**src/rtl/gcd_pkg.sv**
```systemverilog
// gcd_pkg: shared state encoding and control bundle for the GCD engine.
// Assumes a 4-bit binary state register; the codes are fixed because
// the controller decodes them directly.
package gcd_pkg;

    typedef enum logic [3:0] {
        ST_IDLE     = 4'b0000,
        ST_WAIT     = 4'b0001,
        ST_WAIT_J   = 4'b0010,
        ST_LD_A     = 4'b0011,
        ST_LD_B     = 4'b0100,
        ST_TEST_NE  = 4'b0101,
        ST_TEST_LT  = 4'b0110,
        ST_SUB_B    = 4'b0111,
        ST_SUB_A    = 4'b1000,
        ST_JOIN_LT  = 4'b1001,
        ST_JOIN_NE  = 4'b1010,
        ST_DONE     = 4'b1011,
        ST_JOIN_TOP = 4'b1100
    } state_t;

    // Datapath control lines: select 0 = external operand, 1 = difference
    typedef struct packed {
        logic a_sel;
        logic a_ld;
        logic b_sel;
        logic b_ld;
        logic r_ld;
    } ctl_t;

    localparam int NUM_LANES = 2;

endpackage

```
**src/rtl/gcd_ctrl.sv**
```systemverilog
// gcd_ctrl: thirteen-state sequencer for the subtractive GCD engine.
// Assumes the comparator flags reflect the current working registers.
// Every control line not set by a state is driven low; codes 1101..1111
// fall back to idle.
module gcd_ctrl
    import gcd_pkg::*;
(
    input  logic   clk,
    input  logic   rst_n,
    input  logic   start,
    input  logic   ne_flag,
    input  logic   lt_flag,
    output state_t state,
    output ctl_t   ctl
);

    state_t state_d;

    // Next-state selection following the fixed flow
    always_comb begin
        case (state)
            ST_IDLE:     state_d = ST_WAIT;
            ST_WAIT:     state_d = start ? ST_LD_A : ST_WAIT_J;
            ST_WAIT_J:   state_d = ST_WAIT;
            ST_LD_A:     state_d = ST_LD_B;
            ST_LD_B:     state_d = ST_TEST_NE;
            ST_TEST_NE:  state_d = ne_flag ? ST_TEST_LT : ST_DONE;
            ST_TEST_LT:  state_d = lt_flag ? ST_SUB_B : ST_SUB_A;
            ST_SUB_B:    state_d = ST_JOIN_LT;
            ST_SUB_A:    state_d = ST_JOIN_LT;
            ST_JOIN_LT:  state_d = ST_JOIN_NE;
            ST_JOIN_NE:  state_d = ST_TEST_NE;
            ST_DONE:     state_d = ST_JOIN_TOP;
            ST_JOIN_TOP: state_d = ST_IDLE;
            default:     state_d = ST_IDLE;
        endcase
    end

    // State register with synchronous active-low reset
    always_ff @(posedge clk) begin
        if (!rst_n) state <= ST_IDLE;
        else        state <= state_d;
    end

    // Per-state control decode; unlisted lines stay low
    always_comb begin
        ctl = '0;
        case (state)
            ST_LD_A: begin ctl.a_sel = 1'b0; ctl.a_ld = 1'b1; end
            ST_LD_B: begin ctl.b_sel = 1'b0; ctl.b_ld = 1'b1; end
            ST_SUB_B: begin ctl.b_sel = 1'b1; ctl.b_ld = 1'b1; end
            ST_SUB_A: begin ctl.a_sel = 1'b1; ctl.a_ld = 1'b1; end
            ST_DONE:  ctl.r_ld = 1'b1;
            default:  ctl = '0;
        endcase
    end

endmodule

```
**src/rtl/gcd_opreg.sv**
```systemverilog
// gcd_opreg: one working register with its two-way input selector.
// Assumes sel=0 picks the external operand and sel=1 the difference;
// the register holds when ld is low.
module gcd_opreg #(
    parameter int W = 8
) (
    input  logic         clk,
    input  logic         rst_n,
    input  logic         sel,
    input  logic         ld,
    input  logic [W-1:0] ext_val,
    input  logic [W-1:0] diff_val,
    output logic [W-1:0] q
);

    logic [W-1:0] mux_out;

    // Input selector in front of the register
    always_comb mux_out = sel ? diff_val : ext_val;

    // Load-enabled storage, cleared by reset
    always_ff @(posedge clk) begin
        if (!rst_n)  q <= '0;
        else if (ld) q <= mux_out;
    end

endmodule

```
**src/rtl/gcd_dpath.sv**
```systemverilog
// gcd_dpath: working registers, comparators, subtractors and result
// register. Assumes control lines come from gcd_ctrl. Flags are pure
// combinational unsigned comparisons of the current register contents.
module gcd_dpath
    import gcd_pkg::*;
#(
    parameter int W = 8
) (
    input  logic         clk,
    input  logic         rst_n,
    input  ctl_t         ctl,
    input  logic [W-1:0] opa,
    input  logic [W-1:0] opb,
    output logic         ne_flag,
    output logic         lt_flag,
    output logic [W-1:0] a_val,
    output logic [W-1:0] b_val,
    output logic [W-1:0] result
);

    logic [W-1:0] lane_ext  [NUM_LANES];
    logic [W-1:0] lane_diff [NUM_LANES];
    logic         lane_sel  [NUM_LANES];
    logic         lane_ld   [NUM_LANES];
    logic [W-1:0] lane_q    [NUM_LANES];

    // Lane wiring: lane 0 is the first working value, lane 1 the second
    always_comb begin
        lane_ext[0]  = opa;
        lane_ext[1]  = opb;
        lane_diff[0] = lane_q[0] - lane_q[1];
        lane_diff[1] = lane_q[1] - lane_q[0];
        lane_sel[0]  = ctl.a_sel;
        lane_sel[1]  = ctl.b_sel;
        lane_ld[0]   = ctl.a_ld;
        lane_ld[1]   = ctl.b_ld;
    end

    for (genvar g = 0; g < NUM_LANES; g++) begin : g_lane
        gcd_opreg #(.W(W)) u_reg (
            .clk      (clk),
            .rst_n    (rst_n),
            .sel      (lane_sel[g]),
            .ld       (lane_ld[g]),
            .ext_val  (lane_ext[g]),
            .diff_val (lane_diff[g]),
            .q        (lane_q[g])
        );
    end

    // Comparator flags for the controller
    always_comb begin
        a_val   = lane_q[0];
        b_val   = lane_q[1];
        ne_flag = (lane_q[0] != lane_q[1]);
        lt_flag = (lane_q[0] <  lane_q[1]);
    end

    // Result register, captures the first working value
    always_ff @(posedge clk) begin
        if (!rst_n)         result <= '0;
        else if (ctl.r_ld)  result <= lane_q[0];
    end

endmodule

```
**src/rtl/gcd_engine.sv**
```systemverilog
// gcd_engine: top of the subtractive GCD processor; joins controller
// and datapath. Assumes operands stay stable from the wait state
// through both capture states.
module gcd_engine
    import gcd_pkg::*;
#(
    parameter int W = 8
) (
    input  logic         clk,
    input  logic         rst_n,
    input  logic         start,
    input  logic [W-1:0] opa,
    input  logic [W-1:0] opb,
    output logic [W-1:0] result
);

    state_t       state_cur;
    ctl_t         ctl;
    logic         ne_flag;
    logic         lt_flag;
    logic [W-1:0] a_val;
    logic [W-1:0] b_val;
    logic         r_ld;

    gcd_ctrl u_ctrl (
        .clk     (clk),
        .rst_n   (rst_n),
        .start   (start),
        .ne_flag (ne_flag),
        .lt_flag (lt_flag),
        .state   (state_cur),
        .ctl     (ctl)
    );

    gcd_dpath #(.W(W)) u_dpath (
        .clk     (clk),
        .rst_n   (rst_n),
        .ctl     (ctl),
        .opa     (opa),
        .opb     (opb),
        .ne_flag (ne_flag),
        .lt_flag (lt_flag),
        .a_val   (a_val),
        .b_val   (b_val),
        .result  (result)
    );

    // Capture strobe brought out for the bound checker
    always_comb r_ld = ctl.r_ld;

endmodule

```
**config.mk**
```make
export PLATFORM = sky130hd
export DESIGN_NAME = gcd_engine
export DESIGN_NICKNAME = d
export VERILOG_FILES = /design/src/rtl/gcd_pkg.sv /design/src/rtl/gcd_ctrl.sv /design/src/rtl/gcd_opreg.sv /design/src/rtl/gcd_dpath.sv /design/src/rtl/gcd_engine.sv
export SDC_FILE = /design/constraint.sdc
export NUM_CORES = 1
export LEC_CHECK = 0
export ABC_AREA = 1
export BUFFER_PORTS_ARGS = -buffer_cell sky130_fd_sc_hd__buf_2
export CORE_MARGIN = 1
export CORE_UTILIZATION = 52
export DETAILED_ROUTE_END_ITERATION = 12
export PLACE_DENSITY_LB_ADDON = 0.15
export SYNTH_ARGS = -nofsm -noshare
export SYNTH_HDL_FRONTEND = slang
export SYNTH_SLANG_ARGS = --single-unit
```
**constraint.sdc**
```tcl
create_clock -name clk -period 1.5 [get_ports clk]
set_input_delay 0.225 -clock clk [delete_from_list [all_inputs] [get_ports clk]]
set_output_delay 0.225 -clock clk [all_outputs]
set_load 0.05 [all_outputs]
```
* Word level (Yosys, flattened, before mapping)
Index checks and enable logic that the tools add are counted.
Operators by class: add/sub/neg operators 2, order comparisons 1, equality and inequality tests 12, mux-type cells 9, reductions and logical operators 4
Operators with widths (count):
- case mux 4 bit (9 select lines) | 1
- equality test 4 x 3 -> 1 bit, second input constant | 4
- equality test 4 bit, second input constant | 4
- two-way mux 8 bit | 2
- subtractor 8 bit | 2
- equality test 4 x 2 -> 1 bit, second input constant | 2
- < comparator 8 bit | 1
- two-way mux 4 bit | 2
- inequality test 8 bit | 1
- case mux 2 bit (2 select lines) | 2
- OR reduction 2 bit | 3
- equality test 4 x 1 -> 1 bit, second input constant | 1
- zero test 4 bit | 1
- two-way mux 1 bit | 2
Word-level totals: bits in registers 28, bits of input ports 19

* Logic depth before layout (Yosys ltp)
word-level depth 3, gate-level depth with buffers 11, gate-level depth less buffers 11

* Modules after synthesis
Synthesis repeated with hierarchy kept, for this count alone.
Unflattened totals: cell total of the unflattened synthesis 342, area total of the unflattened synthesis 2125.8 sq um
By module, submodules not included:
- gcd_dpath | times used 1, cells each 155, area each 977.2 sq um, seq. area each 160.2 sq um
- gcd_opreg | times used 2, cells each 69, area each 439.2 sq um, seq. area each 160.2 sq um
- gcd_ctrl | times used 1, cells each 49, area each 270.3 sq um, seq. area each 80.1 sq um

* Worst setup path after synthesis
No wires, ideal clock.
kind register -> register, from register u_dpath.g_lane[0].u_reg.q[0], to register u_ctrl.state[0], setup time 0.135 ns, data arrival time 1.454 ns, required time 1.365 ns, slack -0.089 ns, cell stages (with the launch flop) 8, path through dfxtp_1 inv_1 ha_1 fa_1 o21bai_1 nand2_1 nand3_1 a31oi_1
Between the ends: word-level cells in the longest chain between the ends 3, elaborated cells on any way between the ends 5, those cells by class order compare: 1; eq/ne: 1; mux: 3
RTL lines:
- from (decl) | line gcd_opreg.sv:13 | output logic [W-1:0] q
- from (signal assigned) | line gcd_opreg.sv:24 | else if (ld) q <= mux_out;
- < comparator 8 bit or inequality test 8 bit (tied branches) | line gcd_dpath.sv:56, gcd_dpath.sv:55
- two-way mux 4 bit, on equally long branches | line gcd_ctrl.sv:28, gcd_ctrl.sv:27
- case mux 4 bit (9 select lines) (*) | line gcd_ctrl.sv:21 | case (state)
- to (signal assigned) | line gcd_ctrl.sv:42 | else state <= state_d;
- to (decl) | line gcd_ctrl.sv:13 | output state_t state,
Every way passes the cells marked *; elsewhere a longest branch is shown, timed or not. A chain may end at the register's enable or synchronous reset.

* Final worst setup path
from register u_dpath.g_lane[0].u_reg.q[0], to register u_dpath.g_lane[0].u_reg.q[4]
Between the ends: word-level cells in the longest chain between the ends 2
RTL lines:
- subtractor 8 bit | line gcd_dpath.sv:31 | lane_diff[0] = lane_q[0] - lane_q[1];
- two-way mux 8 bit | line gcd_opreg.sv:19 | always_comb mux_out = sel ? diff_val : ext_val;
Every way passes these cells.

==> results.md <==
- Antenna violations before repair: 0
- Kind of critical path: reg2reg
- I/O pins: 27
- Clock Skew: 3.12 ps
- 1st-pass router iterations: 4
- Hold Path Class: in2reg
- Fraction of layout cells with a size suffix above 1: between 40% and 50%
- Synthesized flop and latch total: 28
- Worst-path clk slew: 110 ps
- Comb pwr share: 38.1%
- Startpoint types: register
- Setup violations, final: 10
- Core ar.: 0.00369 mm²
- Worst Path Arrival: 1830 ps
- Critical path endpoint category: register
- Area grow syn2layout: 40.5%
- Mapped cell area: around 0.002 mm²
- Achievable Freq: 620 MHz
- CP Buf/Inv Count: 1
- TritonCTS sink count: 28
- Sequential share of power: roughly 35%
- DIE AREA: 0.00410 mm²
- Post-DP HPWL: 4020 µm
- Crit path time final: ~1600 ps
- Routed WL: 6100 µm
- Fin crit share: 107%
- Die height: 64.0 µm
- CP required: ~1700 ps
- DR WL/cell: 14.7 µm
- Top cells by area, synth: dfxtp_1 (28%), nand2_1 (15%), ha_1 (9.4%)
- Max cap viols: 0
- Failing checks: negative setup slack
- CP Max Fanout: 3
- Post-synthesis sequential area ratio: 28.0%
- Via density: 5.39
- Initial Util: 54.3%
- Slowest cell delay on critical path: ~430 ps
- CTS max path bufs: 2
- Yosys warning total: 0
- Slowest-stage cell, CP: fa_2
- Max Slew Vio Count: 0
- Drt drc: 0
- Die W: 64.0 µm
- CTS Root Cell: clkbuf_8
- DRT iter0 DRCs: 161
- Vias: 2238
- Yosys top cell area share: 28.0%
- Post-Syn Instances: 303
- CTS H-Tree Depth: 1
- Clk network pwr share: 27.3%
- TritonCTS Buffers: 3
- Final WS setup: -112 ps
- Fin. Hold Viols: 0
- Relative slew slack: 70.4%
- Global-route wire length before repair: between 9000 and 10000 µm
- Vias in the first global route: roughly 2100
- Int Power: 0.00151 W
- Antenna cell count: 0
- RSZ-0062 raised after global routing: yes
- Synth area leader: dfxtp_1
- IO Port Bufs: 26
- Clock latency on the worst-skew pair: a little under 300 ps
- Critical path's most frequent cell: nand2_1
- Worst Tran Pin Value: 439 ps
- Routability-driven placement congestion ratio: 0.910
- Synth Net Count: 339
- Post-DRT Antenna Nets: 0
- CTS Hold Buffers Added: 0
- Remaining Overflow, GRT: 0
- Largest net degree at the start of global routing: 17
- Delay-heaviest family, CP: adder cells
- Row cnt: 22
- Placed instance area: around 0.0024 mm²
- Net Switching: slightly above 0.0008 W
- Mean area per synthesized cell: 6.61 µm²
- Leakage: about 1.3 nW
- Post-synth cell types: 30
- CP Cell Sequence: inv_4 -> ha_4 -> fa_2 -> o21bai_4 -> nand2_1 -> nand2_1 -> o21ai_2 -> a21oi_1
- Status: finished, violations left
- Worst IR drop on VDD: 0.568 mV
- Fin nets: a little over 400
- Global Route Usage Sum: 30.0%
- Design Area, Final: between 0.002 and 0.003 mm²
- Switch share: 35.5%
- Total Negative Setup Slacks: -611 ps
- CTS tree: built
- PwrDens: 832 mW/mm²
[state kept, by name, indices dropped and copies added (netlist names)]
| register | count |
|---|---|
| u_dpath.result | 8 |
| u_ctrl.state | 4 |
| u_dpath.g_lane.u_reg.q | 16 |
[worst min-delay path, delay by kind of cell]
family | cells | cell delay (ps)
AOI/OAI and AO/OA | 1 | 60
and+or+nand+nor | 1 | 60
buffers and inverters | 1 | 100
[Yosys cell counts]
cell and n:
a21oi_1 31, a31oi_1 8, buf_2 1, buf_4 2, buf_6 2, clkbuf_1 1, clkinv_1 1, dfxtp_1 28
fa_1 2, ha_1 15, inv_1 41, inv_2 5, nand2_1 81, nand2_2 3, nand2_4 1, nand3_1 23
nand4_1 2, nor2_1 18, nor2_2 5, nor2_4 4, nor2_8 1, nor3_1 1, nor3_2 1, o211ai_1 3
o21a_1 1, o21ai_0 14, o21ai_1 5, o21bai_1 1, o22ai_1 1, or2_0 1
[through the flow]
stage / cells / hold slack [ps] / utilization [%] / power (W) / setup slack [ps]
global route: 415 / 187 / 76.3 / 0.00246 / -199
floorplan: 303 / 359 / - / 0.00128 / -2.79
detailed placement: 401 / 482 / 64.9 / 0.00149 / -183
finish: 415 / 180 / 76.3 / 0.00234 / -112
CTS: 407 / 187 / 71.0 / 0.00219 / -75.0
global placement: 401 / 457 / 64.9 / 0.00147 / -152
[final cells by class]
class	count	area [µm²]
clock inverters	1	30.0
inverters	47	179
multi-input cells	222	1470
fillers	289	876
well taps	48	60.1
repair buffers	66	447
flip-flops and latches	28	583
clock buffers	3	41.3
[repair_timing]
item | CTS | global route
resized for setup | 24 | 48
setup endpoints to repair | 13 | 16
setup buffers | 2 | 8
pin swaps | 6 | 18
[path summary, 6_finish.rpt]
| path | start | to | slack, ps | cells past startpoint |
|---|---|---|---|---|
| setup / recovery | u_dpath.g_lane[0].u_reg.q[0] | u_dpath.g_lane[0].u_reg.q[4] | -110 | 8 |
| hold / removal | opb[1] | u_dpath.g_lane[1].u_reg.q[1] | 180 | 3 |
| setup reg to reg | u_dpath.g_lane[0].u_reg.q[0] | u_dpath.g_lane[0].u_reg.q[4] | -110 | 8 |
| hold reg to reg | u_dpath.g_lane[1].u_reg.q[7] | u_dpath.g_lane[1].u_reg.q[7] | 500 | 2 |
[power by group through the flow]
stage	logic (W)	registers (W)	clock network, W
after floorplan	0.000464	0.000818	0
after global placement	0.000656	0.000817	0
after detailed placement	0.000668	0.000818	0
after CTS	0.000750	0.000804	0.000635
after global routing	0.000988	0.000814	0.000657
final	0.000890	0.000810	0.000639
[logic make-up after synthesis]
kind of cell,count (synthesis),synth area share [%]
AND/OR/NAND/NOR,141,32.3
AO/OA/AOI/OAI,64,17.2
buffers and inverters,53,11.1
flip-flops,28,28.0
adder cells (fa/ha/maj),17,11.4
[layout by cell type, fill, tap and decap left out, types with 2 or more instances in the layout]
| master | netlist | layout |
|---|---|---|
| buf_2 | 1 | 26 |
| nand4_1 | 2 | 2 |
| a21oi_1 | 31 | 23 |
| inv_2 | 5 | 11 |
| nand3_1 | 23 | 15 |
| nand2_1 | 81 | 69 |
| o21ai_0 | 14 | 14 |
| nor2_1 | 18 | 14 |
| o211ai_1 | 3 | 3 |
| inv_1 | 41 | 34 |
| clkbuf_8 | 0 | 3 |
| dfxtp_2 | 0 | 9 |
| dfxtp_1 | 28 | 16 |
| ha_1 | 15 | 5 |
| nand2_2 | 3 | 15 |
| nor2_2 | 5 | 8 |
| ha_2 | 0 | 2 |
| nor2_4 | 4 | 5 |
| fa_2 | 0 | 2 |
| dfxtp_4 | 0 | 3 |
| a21oi_2 | 0 | 7 |
| o21ai_1 | 5 | 4 |
| a31oi_1 | 8 | 8 |
| nand3_2 | 0 | 8 |
| buf_4 | 2 | 38 |
| ha_4 | 0 | 8 |
[metal layers]
metal / up-vias / track usage [%] / share of wire [%]
met5: - / 0 / 0
met4: 0 / 11.9 / 2.5
met3: 14 / 3.75 / 7.7
met2: 91 / 50.0 / 47
met1: 1023 / 38.9 / 42
li1: 1110 / - / -
No activity file was read; power rests on OpenSTA's default activity.
